$ cat src/rtl/rcr_pkg.sv
package rcr_pkg;
   // Cause register bit positions; software decodes these.
   localparam int CauseAonBit   = 0;
   localparam int CauseLpBit    = 1;
   localparam int CauseDbgBit   = 2;
   localparam int CauseSwBit    = 3;
   localparam int CauseHwBase   = 4;

   // Dump-enable bit positions.
   typedef enum logic [0:0] {
      ChAlert = 1'b0,
      ChCpu   = 1'b1
   } dump_ch_e;
   localparam int NumDumpCh = 2;
endpackage

$ cat src/rtl/rcr_gate.sv
module rcr_gate (
   input  logic clk_i,
   input  logic rst_ni,
   input  logic aon_i,
   input  logic released_i,
   output logic blocked_o
);
   logic blocked_q;

   always_ff @(posedge clk_i or negedge rst_ni) begin
      if (!rst_ni)         blocked_q <= 1'b1;
      else if (aon_i)      blocked_q <= 1'b1;
      else if (released_i) blocked_q <= 1'b0;
   end

   assign blocked_o = blocked_q;
endmodule

$ cat src/rtl/rcr_cause.sv
module rcr_cause #(
   parameter  int HW_REQS = 4,
   localparam int CAUSE_W = rcr_pkg::CauseHwBase + HW_REQS
) (
   input  logic               clk_i,
   input  logic               rst_ni,
   input  logic               aon_i,
   input  logic               allow_i,
   input  logic               lp_i,
   input  logic               dbg_i,
   input  logic               sw_i,
   input  logic [HW_REQS-1:0] hw_i,
   input  logic               we_i,
   input  logic [CAUSE_W-1:0] wdata_i,
   output logic [CAUSE_W-1:0] cause_o
);
   logic [CAUSE_W-1:0] ev;
   logic [CAUSE_W-1:0] q;

   // Bit 0 is only ever set by the always-on path.
   assign ev = {hw_i, sw_i, dbg_i, lp_i, 1'b0};

   for (genvar b = 0; b < CAUSE_W; b++) begin : g_bit
      localparam logic RstVal = (b == rcr_pkg::CauseAonBit);
      always_ff @(posedge clk_i or negedge rst_ni) begin
         if (!rst_ni)    q[b] <= RstVal;
         else if (aon_i) q[b] <= RstVal;
         else            q[b] <= (q[b] & ~(we_i & wdata_i[b])) | (allow_i & ev[b]);
      end
   end

   assign cause_o = q;
endmodule

$ cat src/rtl/rcr_dump.sv
module rcr_dump #(
   parameter int W = 16
) (
   input  logic         clk_i,
   input  logic         rst_ni,
   input  logic         aon_i,
   input  logic         take_i,
   input  logic [W-1:0] data_i,
   output logic [W-1:0] q_o
);
   logic [W-1:0] q;

   always_ff @(posedge clk_i or negedge rst_ni) begin
      if (!rst_ni)     q <= '0;
      else if (aon_i)  q <= '0;
      else if (take_i) q <= data_i;
   end

   assign q_o = q;
endmodule

$ cat src/rtl/rst_cause_rec.sv
module rst_cause_rec #(
   parameter  int HW_REQS = 4,
   parameter  int ALERT_W = 16,
   parameter  int CPU_W   = 32,
   localparam int CAUSE_W = rcr_pkg::CauseHwBase + HW_REQS
) (
   input  logic               clk_i,
   input  logic               rst_ni,
   input  logic               aon_rst_i,
   input  logic               lowpwr_rst_i,
   input  logic               dbg_rst_i,
   input  logic               sw_rst_i,
   input  logic [HW_REQS-1:0] hw_rst_req_i,
   input  logic               cpu_rst_released_i,
   input  logic               cause_we_i,
   input  logic [CAUSE_W-1:0] cause_wdata_i,
   input  logic               dump_en_we_i,
   input  logic [1:0]         dump_en_wdata_i,
   input  logic [ALERT_W-1:0] alert_snap_i,
   input  logic [CPU_W-1:0]   cpu_snap_i,
   output logic [CAUSE_W-1:0] cause_o,
   output logic [1:0]         dump_en_o,
   output logic [ALERT_W-1:0] alert_dump_o,
   output logic [CPU_W-1:0]   cpu_dump_o
);
   import rcr_pkg::*;

   if (HW_REQS < 1 || HW_REQS > 27) begin : g_bad_hw
      $error("HW_REQS out of range");
   end
   if (ALERT_W < 1 || CPU_W < 1) begin : g_bad_w
      $error("dump widths must be positive");
   end

   logic                 capture_blocked;
   logic                 allow;
   logic                 any_ev;
   logic                 drop_en_ev;
   logic [NumDumpCh-1:0] en_q;
   logic [NumDumpCh-1:0] take;

   rcr_gate u_gate (
      .clk_i      (clk_i),
      .rst_ni     (rst_ni),
      .aon_i      (aon_rst_i),
      .released_i (cpu_rst_released_i),
      .blocked_o  (capture_blocked)
   );

   assign allow      = ~capture_blocked;
   assign any_ev     = lowpwr_rst_i | dbg_rst_i | sw_rst_i | (|hw_rst_req_i);
   assign drop_en_ev = allow & (sw_rst_i | (|hw_rst_req_i));

   rcr_cause #(.HW_REQS(HW_REQS)) u_cause (
      .clk_i   (clk_i),
      .rst_ni  (rst_ni),
      .aon_i   (aon_rst_i),
      .allow_i (allow),
      .lp_i    (lowpwr_rst_i),
      .dbg_i   (dbg_rst_i),
      .sw_i    (sw_rst_i),
      .hw_i    (hw_rst_req_i),
      .we_i    (cause_we_i),
      .wdata_i (cause_wdata_i),
      .cause_o (cause_o)
   );

   // Enables: always-on clears, sw/hw events clear, else software write loads.
   for (genvar c = 0; c < NumDumpCh; c++) begin : g_en
      always_ff @(posedge clk_i or negedge rst_ni) begin
         if (!rst_ni)           en_q[c] <= 1'b0;
         else if (aon_rst_i)    en_q[c] <= 1'b0;
         else if (drop_en_ev)   en_q[c] <= 1'b0;
         else if (dump_en_we_i) en_q[c] <= dump_en_wdata_i[c];
      end
      assign take[c] = allow & any_ev & en_q[c];
   end

   rcr_dump #(.W(ALERT_W)) u_alert_dump (
      .clk_i  (clk_i),
      .rst_ni (rst_ni),
      .aon_i  (aon_rst_i),
      .take_i (take[ChAlert]),
      .data_i (alert_snap_i),
      .q_o    (alert_dump_o)
   );

   rcr_dump #(.W(CPU_W)) u_cpu_dump (
      .clk_i  (clk_i),
      .rst_ni (rst_ni),
      .aon_i  (aon_rst_i),
      .take_i (take[ChCpu]),
      .data_i (cpu_snap_i),
      .q_o    (cpu_dump_o)
   );

   assign dump_en_o = en_q;
endmodule

$ cat config.mk
export PLATFORM = sky130hd
export DESIGN_NAME = rst_cause_rec
export DESIGN_NICKNAME = d
export VERILOG_FILES = /design/src/rtl/rcr_pkg.sv /design/src/rtl/rcr_gate.sv /design/src/rtl/rcr_cause.sv /design/src/rtl/rcr_dump.sv /design/src/rtl/rst_cause_rec.sv
export SDC_FILE = /design/constraint.sdc
export NUM_CORES = 1
export LEC_CHECK = 0
export BUFFER_PORTS_ARGS = -buffer_cell sky130_fd_sc_hd__buf_4
export CORE_AREA = 3 3 66 115
export DETAILED_ROUTE_END_ITERATION = 8
export DIE_AREA = 0 0 69 118
export MAX_ROUTING_LAYER = met4
export PLACE_DENSITY = 0.8
export SLEW_MARGIN = 10
export SYNTH_ARGS = -nofsm -noshare
export SYNTH_HDL_FRONTEND = slang
export SYNTH_SLANG_ARGS = --single-unit
$ cat constraint.sdc
create_clock -name clk_i -period 1.4 [get_ports clk_i]
set_input_delay 0 -clock clk_i [delete_from_list [all_inputs] [get_ports clk_i]]
set_output_delay 0 -clock clk_i [all_outputs]
set_load 0.03 [all_outputs]
* Word level (Yosys, flattened, before mapping)
Cells that the tools add are included.
** Word-level totals
- Register bits :: 59
- Input bits :: 71
- Output and inout bits :: 58
- Word-level logic and storage cells :: 85
** Operators by class
- Mux-type cells :: 20
- Bitwise logic cells :: 47
- Reductions and logical operators :: 5
** Operator list (number)
- $mux W32 :: 2
- $mux W16 :: 2
- $and A1 B1 Y1 :: 27
- $mux W1 :: 16
- $or A1 B1 Y1 :: 11
- $not A1 Y1 :: 9
- $reduce_bool A2 Y1 :: 3
- $reduce_or A4 Y1 :: 1
- $reduce_bool A3 Y1 :: 1

* Depth between registers and ports, before layout
Gate-level depths: netlist of run 1.
- Depth after elaboration :: 7
- Mapped depth :: 5
- Gate-level depth less buffers :: 3

* Modules after synthesis
From an unflattened synthesis of run 1, not the netlist that was laid out.
** Unflattened totals
- Cell total of the unflattened synthesis :: 205
- Area, all modules :: 2509.9 µm²
** By module, submodules not included
- rcr_dump (u_cpu_dump) :: times used 1, cells each 103, area an instance 1323.8 µm², seq. area each 800.8 µm²
- rcr_dump (u_alert_dump) :: times used 1, cells each 52, area an instance 660.6 µm², seq. area each 400.4 µm²
- rcr_cause :: times used 1, cells each 33, area an instance 364.1 µm², seq. area each 201.4 µm²
- rst_cause_rec :: times used 1, cells each 14, area an instance 123.9 µm², seq. area each 50.0 µm²
- rcr_gate :: times used 1, cells each 3, area an instance 37.5 µm², seq. area each 26.3 µm²

* Worst setup path before layout of run 1
OpenSTA, ideal clock, no wires.
- Path kind :: register -> register
- Start :: reg u_gate.blocked_q (netlist: u_gate.blocked_o)
- End :: reg u_cpu_dump.q[10] (netlist: u_cpu_dump.q_o[10])
- Setup time :: 79 ps
- Data arrival time :: 1268 ps
- Data required time :: 1321 ps
- Setup slack :: 52 ps
- Stages on the path, launching flop included :: 6
- Path buffers :: 2
- Period minus slack after synthesis :: 1348 ps
- Cell sequence :: dfstp_2 -> inv_1 -> clkbuf_1 -> o211ai_2 -> buf_6 -> mux2i_1
** Between the ends
- Word-level cells in the longest chain between the ends :: 4
** RTL lines
- from (decl) :: line rcr_gate.sv:8 : logic blocked_q;
- from (signal assigned) :: line rcr_gate.sv:11 : if (!rst_ni) blocked_q <= 1'b1;
- from (signal assigned) :: line rcr_gate.sv:12 : else if (aon_i) blocked_q <= 1'b1;
- from (signal assigned) :: line rcr_gate.sv:13 : else if (released_i) blocked_q <= 1'b0;
- $not A1 Y1 :: line rst_cause_rec.sv:50 : assign allow = ~capture_blocked;
- $and A1 B1 Y1 (2 in series) :: line rst_cause_rec.sv:76 : assign take[c] = allow & any_ev & en_q[c];
- $reduce_bool A2 Y1 (no line)
- to (signal assigned) :: line rcr_dump.sv:16 : else if (take_i) q <= data_i;
- to (decl) :: line rcr_dump.sv:11 : logic [W-1:0] q;
No other way between the ends.
A chain may end at the register's enable or synchronous reset.

* Worst setup path in the final report of run 1
- Start :: reg u_gate.blocked_q (netlist: u_gate.blocked_o)
- End :: reg u_cpu_dump.q[17] (netlist: u_cpu_dump.q_o[17])
Same word-level chain as after synthesis.

==> results.cfg, run 1 <==
[status]
status = complete, no violations

[cells_and_area]
n_fill_cell = 510
final_nets = 514
area_growth_pct = 68.17
multi_input_area_sq_mm = 0.001294
stdcell_count = 532
insertedDiodeCount = 0
regArea_sq_mm = 0.001479
layout-drive-gt1-share_pct = 34.82

[clock_network]
path_clk_slew_ns = 0.05
numCtsBuffers = 9
clk_latency_ns = 0.32
cts_tree = yes
cts_max_level = 3
clock_path_buffers = 2
cts.repair.resized = 0
cts_root_buf = clkbuf_16
clock_sinks = 59

[global_route]
grt_usage_pct = 21.55
grt_max_degree = 64
antenna_found_initial = 0
grt_pass1_vias = 2850
gr-total-overflow = 0
grt_pass1_wl_um = 13460

[logic_synthesis]
synthDistinctLibCells = 19
synth_area_sq_mm = 0.002882
synth_top_cell_by_area = dfrtp_1
synth_seq_area_share_pct = 51.32
synth_area_leaders = dfrtp_1 50%, nand2b_1 21%, mux2i_1 17%
syn_avg_cell_area_sq_um = 11.30
yosysTopAreaCellShare_pct = 49.50
ys.warnings.count = 0
ys_ff_latch = 59
synth_nets = 326
synth_cells = 255

[sta]
skew_ns = 0.006229
tightest_slew_ns = 0.4497
setup_violations = 0
worst_slack_ns = 0.06239
slew-limit-headroom_pct = 70.02
rsz0062_at_grt = no
hold_viol_final = 0
fin_crit_sh_pct = 95.54
finalCriticalPeriod_ns = 1.338
fmax_mhz = 747.6
slew_violations = 0

[floorplanning]
dieArea_sq_mm = 0.008142
start_util_pct = 42.33
core_area_sq_mm = 0.006807
rows = 40
ios = 129
dieHeight_um = 118
die_x_um = 69

[routing]
antenna_left = 0
remaining_drc_errors = 0
drt_iter0_drc = 142
dr.pass1.iters = 4
vias = 2573
wl_per_cell_um = 15.19
finalWirelength_um = 8083
via_per_inst = 4.836

[worst_setup_path]
critical_path.max_fanout = 18
critPathTopFamily = flip-flops
critPathLaunchType = flip-flop
crit_type = flip-flop to flip-flop
end_kind = flip-flop
cp.depth = 4
cp_data_arrival_time_ns = 1.57
cp_num_buf_inv = 2
reg2reg_depth = 4
path_cells = inv_1, o211ai_4, buf_12, mux2i_1
cp.required_ns = 1.63
cpPeakStageDelay_ns = 0.51
slowest_stage = dfstp_2

[placement]
globalplace.congestion = 0.7957
dpl.cell_count = 458
post-place-ws_ns = -0.04241
dp_hpwl_um = 5271
io_buffers = 128

[pwr]
p_int_uw = 3540
swShare_pct = 22.78
static-leakage-power_uw = 0.002524
switching_power_uw = 1045
p_seq_share_pct = 38.8
clkPwrFrac_pct = 45.9
combPwrFrac_pct = 15.3
power_density_mw_per_mm2 = 946.2
ir_drop_mv = 0.8676
p_total_uw = 4585

[job]
maxCapViolations = 0

[worst_hold_path]
holdPathStages = 4
min_path_type = input pin to flip-flop
[per-layer routing]
layer  part of all wire, %  vias up  global-route usage [%]
li1                      -     1210                       -
met1                    36     1221                   21.32
met2                    55      110                   36.60
met3                   4.3       32                   5.641
met4                   5.0        0                   14.06
met5                     0        -                       -
[kinds of logic after synthesis]
group / Yosys count / share of synthesized area, %
DFF: 59 / 51.32
buffers and inverters: 19 / 4.082
AOI/OAI and AO/OA: 12 / 3.474
muxes: 50 / 17.37
and+or+nand+nor: 115 / 23.75
[cells in the mapped netlist]
library cell  instances
dfrtp_1              57
nor2_1                7
nor3_1                2
a22oi_1               7
mux2i_1              50
a21o_1                1
clkbuf_1             13
o21bai_1              1
dfstp_2               2
or3_1                 1
buf_12                1
o211a_1               1
nand2b_1             96
buf_6                 4
inv_1                 1
o211ai_2              1
nand2_1               8
o31a_2                1
or4_4                 1
[registers in the layout (all words and copies together) (netlist names)]
signal,flops
u_cause.cause_o,8
u_cpu_dump.q_o,32
u_gate.blocked_o,1
u_alert_dump.q_o,16
dump_en_o,2
[cell usage in the layout, fill, tap and decap left out]
cell	count
clkbuf_16	9
clkbuf_8	4
nand2b_1	96
buf_4	132
o21bai_1	1
dlygate4sd3_1	58
a22oi_1	7
inv_1	1
nor2_1	7
clkinv_2	1
buf_12	5
o211ai_4	1
or4_4	1
dfstp_2	2
mux2i_1	50
nor3_1	2
clkbuf_1	2
dfrtp_1	57
o31a_2	1
a21o_1	1
nand2_1	8
or3_1	1
o211a_1	1
[per-stage QoR]
stage	setup TNS [ns]	util (%)	instance area, sq um	hold WS, ns
2_1_floorplan	0	-	2882	-0.2956
3_3_place_gp	0	58.36	3973	-0.06692
3_5_place_dp	-0.3122	58.36	3973	-0.06361
4_1_cts	0	71.19	4846	0.001756
5_1_grt	0	71.19	4846	0.02341
6_report	0	71.19	4846	0.01625
[path summary, 6_finish.rpt]
path | end | from | slack, ns
max | u_cpu_dump.q_o[17] | u_gate.blocked_o | 0.06
min | u_cause.cause_o[5] | cause_wdata_i[5] | 0.02
max reg2reg | u_cpu_dump.q_o[17] | u_gate.blocked_o | 0.06
min reg2reg | u_cause.cause_o[0] | u_cause.cause_o[0] | 0.51
max in group asynchronous | u_alert_dump.q_o[10] | rst_ni | 0.76
min in group asynchronous | u_cpu_dump.q_o[19] | rst_ni | 0.14
[what timing repair did]
action	4_1_cts	5_1_grt
hold buffers	58	0
hold endpoints to repair	115	0
setup buffers	0	0
[power by group through the flow]
stage	logic [uW]	registers, uW	clock network [uW]
after detailed placement	571	1800	0
after global routing	759	1780	2240
after floorplan	187	1880	0
after CTS	701	1780	2140
after global placement	560	1800	0
final	703	1780	2100
[worst reg2reg max path, delay by kind of cell (launching register included)]
kind                   cells  cell delay [ns]
flip-flops                 1             0.51
buffers and inverters      2             0.34
multiplexers               1             0.25
AO/OA/AOI/OAI              1             0.15
[area by class of cell]
cell class	instances	area share [%]
repair buffers	195	34.50
clock buffers	15	5.939
clock inverters	1	0.1033
inverters	1	0.07746
multi-input cells	177	26.70
well taps	84	2.169
flip-flops and latches	59	30.52
Note: power is estimated with default switching activity, not from simulation.
==> run 2, diff against run 1 <==
--- a/config.mk
+++ b/config.mk
@@ -6,11 +6,11 @@
 export NUM_CORES = 1
 export LEC_CHECK = 0
 export BUFFER_PORTS_ARGS = -buffer_cell sky130_fd_sc_hd__buf_4
-export CORE_AREA = 3 3 66 115
+export CORE_AREA = 3 3 61 106
 export DETAILED_ROUTE_END_ITERATION = 8
-export DIE_AREA = 0 0 69 118
+export DIE_AREA = 0 0 64 109
 export MAX_ROUTING_LAYER = met4
-export PLACE_DENSITY = 0.8
+export PLACE_DENSITY = 0.89
 export SLEW_MARGIN = 10
 export SYNTH_ARGS = -nofsm -noshare
 export SYNTH_HDL_FRONTEND = slang
==> constraint.sdc (replaced) <==
create_clock -name clk_i -period 1.7 [get_ports clk_i]
set_input_delay 0 -clock clk_i [delete_from_list [all_inputs] [get_ports clk_i]]
set_output_delay 0 -clock clk_i [all_outputs]
set_load 0.03 [all_outputs]
==> results.cfg, run 2 (same netlist as run 1, synthesis figures left out) <==
[worst_setup_path]
reg2reg_depth = 5
critPathLaunchType = flip-flop
cpPeakStageDelay_ns = 0.57
cp.required_ns = 1.93
end_kind = flip-flop
cp_data_arrival_time_ns = 1.88
crit_type = flip-flop to flip-flop
worstReg2RegStart = u_gate.blocked_o
path_cells = inv_1, buf_6, a22oi_1, dlygate4sd3_1, nor2_1
rr_endpoint = u_cause.cause_o[3]
slowest_stage = dlygate4sd3_1
ff2ff_setup_slack_ns = 0.05
critical_path.max_fanout = 9

[global_route]
grt_usage_pct = 27.46
grt_pass1_wl_um = 14040
grt_pass1_vias = 2878
grt_max_degree = 99
gr-total-overflow = 0
antenna_found_initial = 1

[floorplanning]
ios = 129
rows = 36
dieArea_sq_mm = 0.006976
start_util_pct = 51.18
core_area_sq_mm = 0.005630
die_x_um = 64
dieHeight_um = 109

[sta]
hold_viol_final = 0
skew_ns = 0.005842
tightest_slew_ns = 0.7510
setup_violations = 0
finalCriticalPeriod_ns = 1.651
fin_crit_sh_pct = 97.09
fmax_mhz = 605.9
slew-limit-headroom_pct = 49.93
slew_violations = 0

[pwr]
static-leakage-power_uw = 0.002494
ir_drop_mv = 0.5518
power_density_mw_per_mm2 = 682.5
p_total_uw = 3271

[clock_network]
clock_path_buffers = 2
cts_tree = yes
numCtsBuffers = 9
path_clk_slew_ns = 0.06
cts_root_buf = clkbuf_8
cts_max_level = 3
clk_latency_ns = 0.34
clock_sinks = 59

[placement]
dp_hpwl_um = 4976
globalplace.congestion = 0.8038
io_buffers = 128

[worst_hold_path]
min_path_type = input pin to flip-flop
hold_end = u_cause.cause_o[6]
hp-start = cause_wdata_i[6]
holdPathStages = 4

[routing]
dr.pass1.iters = 4
wl_per_cell_um = 17.35
finalWirelength_um = 9180
antenna_left = 0
drt_iter0_drc = 174
remaining_drc_errors = 0
vias = 2637
via_per_inst = 4.985

[status]
status = complete, no violations

[cells_and_area]
mostFrequentLayoutCell = buf_4
area_growth_pct = 66.35
mostFrequentLayoutCells = 130 x buf_4, 96 x nand2b_1, 63 x dlygate4sd3_1, 57 x dfrtp_1, 49 x mux2i_1
largest_reg_flops = 32
finish.utilization_pct = 85.13
final_nets = 518
layout-drive-gt1-share_pct = 34.73

[job]
maxCapViolations = 0
[run 2: cell count changes in the layout (fill, tap and decap cells not counted), moves of 2 or more]
cell           before  now
buf_12              5    2
clkbuf_8            4   13
buf_6               0    2
buf_4             132  130
clkbuf_16           9    2
dlygate4sd3_1      58   63
[run 2: worst max path at each step]
stage                startpoint                  to  slack, ns  depth (start not counted)
3_3_place_gp    hw_rst_req_i[2]  u_cpu_dump.q_o[20]       0.30                          5
6_report       u_gate.blocked_o  u_cause.cause_o[3]       0.05                          5
5_1_grt                sw_rst_i   u_cpu_dump.q_o[5]     -0.003                          7
2_1_floorplan  u_gate.blocked_o  u_cpu_dump.q_o[10]       0.35                          5
3_5_place_dp    hw_rst_req_i[2]   u_cpu_dump.q_o[7]       0.23                          5
4_1_cts                sw_rst_i   u_cpu_dump.q_o[7]       0.03                          6
[run 2: cell type report]
cell class | instances | area, sq um
tap | 76 | 95.09
inverter | 1 | 3.754
antenna | 1 | 2.502
clock inverter | 1 | 5.005
timing repair buffer | 199 | 1719
fill | 278 | 837.1
sequential | 59 | 1479
clock buffer | 15 | 186.4
multi-input combinational | 177 | 1303
[run 2: where the power goes]
part	switching [uW]	leakage (uW)	total, uW	internal, uW
registers	22.8	0.000810	1460	1440
clock network	526	0.0000997	1210	688
logic	261	0.00158	595	335
total	809	0.00249	3270	2460
[run 2: repair_timing]
action / 4_1_cts / 5_1_grt
setup endpoints to repair: 0 / 31
hold buffers: 65 / 0
resized for setup: 0 / 3
endpoints found under the hold margin: 116 / 0
setup buffers: 0 / 1
[run 2: metal layers]
metal  GRT usage, %  wire (um)  share of wire, %
met2          50.48       5278                57
met1          27.05       3179                35
met4          16.69        327               3.6
met5              -          0                 0
met3          3.196        395               4.3
[run 2: worst max-delay path, delay by kind of cell, from the launching register on]
| family | cells | cell delay (ns) |
|---|---|---|
| compound gates | 1 | 0.17 |
| flops | 1 | 0.51 |
| buf+inv | 3 | 0.82 |
| simple gates | 1 | 0.04 |
[run 2: stage by stage]
| step | instances | hold WS [ns] | worst slack [ns] | area, sq um | TNS [ns] |
|---|---|---|---|---|---|
| 5_1_grt | 529 | 0.04972 | -0.003147 | 4793 | -0.003147 |
| 6_report | 529 | 0.01694 | 0.04948 | 4793 | 0 |
| 3_5_place_dp | 447 | 0.1154 | 0.2282 | 3890 | 0 |
| 3_3_place_gp | 447 | 0.1084 | 0.3003 | 3890 | 0 |
| 4_1_cts | 528 | 0.01104 | 0.03273 | 4732 | 0 |
| 2_1_floorplan | 255 | -0.2956 | 0.3523 | 2882 | 0 |
==> run 3, diff against run 2 <==
--- a/config.mk
+++ b/config.mk
@@ -5,12 +5,13 @@
 export SDC_FILE = /design/constraint.sdc
 export NUM_CORES = 1
 export LEC_CHECK = 0
+export ABC_AREA = 1
 export BUFFER_PORTS_ARGS = -buffer_cell sky130_fd_sc_hd__buf_4
-export CORE_AREA = 3 3 61 106
+export CORE_AREA = 3 3 60 103
 export DETAILED_ROUTE_END_ITERATION = 8
-export DIE_AREA = 0 0 64 109
+export DIE_AREA = 0 0 63 106
 export MAX_ROUTING_LAYER = met4
-export PLACE_DENSITY = 0.89
+export PLACE_DENSITY = 0.87
 export SLEW_MARGIN = 10
 export SYNTH_ARGS = -nofsm -noshare
 export SYNTH_HDL_FRONTEND = slang
==> results.cfg, run 3 <==
[floorplanning]
dieArea_sq_mm = 0.006678
dieHeight_um = 106
core_area_sq_mm = 0.005386
die_x_um = 63
start_util_pct = 48.20
rows = 35
ios = 129

[logic_synthesis]
synth_seq_area_share_pct = 56.96
ys.warnings.count = 0
synth_cells = 283
ys_top_cells_by_count = 76 x nand2_1, 57 x dfrtp_1, 50 x nand3_1, 50 x nand4_1, 13 x buf_2
syn_avg_cell_area_sq_um = 9.174
synthDistinctLibCells = 18
yosysMostFrequentCell = nand2_1
synth_edf_count = 0
async_flop_share_pct = 100.0
yosysTopAreaCellShare_pct = 54.94
synth_top_cell_by_area = dfrtp_1
synth_area_sq_mm = 0.002596
synth_nets = 354
synthFlopType = dfrtp_1
ys_ff_latch = 59
synth_area_leaders = dfrtp_1 55%, nand4_1 12%, nand2_1 11%

[worst_setup_path]
end_kind = flip-flop
crit_type = input pin to flip-flop
critPathLaunchType = input pin
critical_path.max_fanout = 12
cp.required_ns = 1.92
cp_data_arrival_time_ns = 1.79
ff2ff_setup_slack_ns = 0.20

[sta]
slew-limit-headroom_pct = 51.57
tightest_slew_ns = 0.7264
skew_ns = 0.009874
fin_crit_sh_pct = 92.31
slew_violations = 0
rsz0062_at_grt = no
setup_tns_ns = 0
setup_violations = 0
finalCriticalPeriod_ns = 1.569
hold_viol_final = 0
fmax_mhz = 637.3

[cells_and_area]
area_growth_pct = 72.87
largest_reg_flops = 32
mostFrequentLayoutCell = buf_4
stdcell_count = 551
final_nets = 544
layout-drive-gt1-share_pct = 32.77
mostFrequentLayoutCells = 132 x buf_4, 76 x nand2_1, 72 x dlygate4sd3_1, 57 x dfrtp_1

[routing]
remaining_drc_errors = 0
vias = 2964
wl_per_cell_um = 16.87
via_per_inst = 5.379
dr.pass1.iters = 7
drt_iter0_drc = 258
finalWirelength_um = 9293
antenna_left = 0

[job]
maxCapViolations = 0

[clock_network]
path_clk_slew_ns = 0.06
clock_sinks = 59
post_cts_buffers = 0
clk_latency_ns = 0.32
cts_tree = yes
clock_path_buffers = 2
cts_root_buf = clkbuf_8
cts_max_level = 3
numCtsBuffers = 9

[global_route]
gr-total-overflow = 0
grt_usage_pct = 29.40
grt_max_degree = 90
grt_pass1_vias = 3069
antenna_found_initial = 1
grt_pass1_wl_um = 14990

[pwr]
power_density_mw_per_mm2 = 753.8
ir_drop_mv = 0.6874
static-leakage-power_uw = 0.002404

[placement]
dpl.cell_count = 464
dp_hpwl_um = 5281
io_buffers = 128
globalplace.congestion = 0.8035

[status]
status = complete, no violations

[worst_hold_path]
min_path_type = input pin to flip-flop
run 3: changes by cell type after synthesis, moves of 9 or more:
cell and change:
nand2_1 +68, nand3_1 +50, mux2i_1 -50, clkbuf_1 -9
buf_2 +13, nand4_1 +50, nand2b_1 -96
run 3: final cells by class:
cell class,count,area [sq um]
Timing Repair Buffer,206,1752
Sequential cell,59,1479
Multi-Input combinational cell,194,948.4
Fill cell,321,898.4
Clock buffer,12,165.2
Tap cell,74,92.59
Clock inverter,2,35.03
Inverter,3,13.76
Antenna cell,1,2.502
run 3: metrics by stage:
stage / setup WS (ns) / hold slack (ns) / cell area (sq um) / util (%) / total power, uW
after floorplan: 0.4352 / -0.2956 / 2596 / - / 1731
after global placement: 0.2851 / 0.1037 / 3565 / 66.18 / 1960
after detailed placement: 0.2368 / 0.1041 / 3565 / 66.18 / 1970
after CTS: 0.2225 / 0.001154 / 4486 / 83.28 / 3379
after global routing: 0.06538 / 0.04828 / 4488 / 83.32 / 3507
final: 0.1308 / 0.05223 / 4488 / 83.32 / 3383
run 3: logic make-up after synthesis:
| group | Yosys count | synth area share [%] |
|---|---|---|
| DFF | 59 | 56.96 |
| buffers and inverters | 30 | 6.506 |
| and+or+nand+nor | 184 | 34.60 |
| AOI/OAI and AO/OA | 10 | 1.927 |
run 3: timing repair:
item,in CTS,in global routing
gates resized for setup,0,0
hold endpoints to repair,116,0
hold buffers,72,0
setup endpoints to repair,0,0
run 3: final timing paths:
kind                       cells past startpoint            endpoint          startpoint
hold reg to reg                                2  u_cause.cause_o[0]  u_cause.cause_o[0]
max in group asynchronous                      2  u_cause.cause_o[5]              rst_ni
setup / recovery                               6        dump_en_o[1]           aon_rst_i
setup reg to reg                               7   u_cpu_dump.q_o[0]    u_gate.blocked_o
hold / removal                                 4  u_cause.cause_o[3]          cause_we_i
min in group asynchronous                      2   u_cpu_dump.q_o[5]              rst_ni
run 3: per-layer routing:
| metal | GRT usage, % | share of wire, % | up-vias |
|---|---|---|---|
| li1 | - | - | 1371 |
| met1 | 30.89 | 35 | 1437 |
| met2 | 52.83 | 58 | 136 |
| met3 | 5.497 | 5.2 | 20 |
| met4 | 12.80 | 2.7 | 0 |
| met5 | - | 0 | - |
run 3: report_power, final:
| group | total, uW | switching (uW) | internal, uW |
|---|---|---|---|
| registers | 1470 | 26.4 | 1440 |
| logic | 625 | 323 | 302 |
| clock network | 1290 | 508 | 778 |
run 3: worst max-delay path, stage by stage:
cell and delay [ns]:
dlygate4sd3_1 0.53, buf_4 0.17, inv_2 0.20, nand3_1 0.11
dlygate4sd3_1 0.58, o21ai_0 0.20
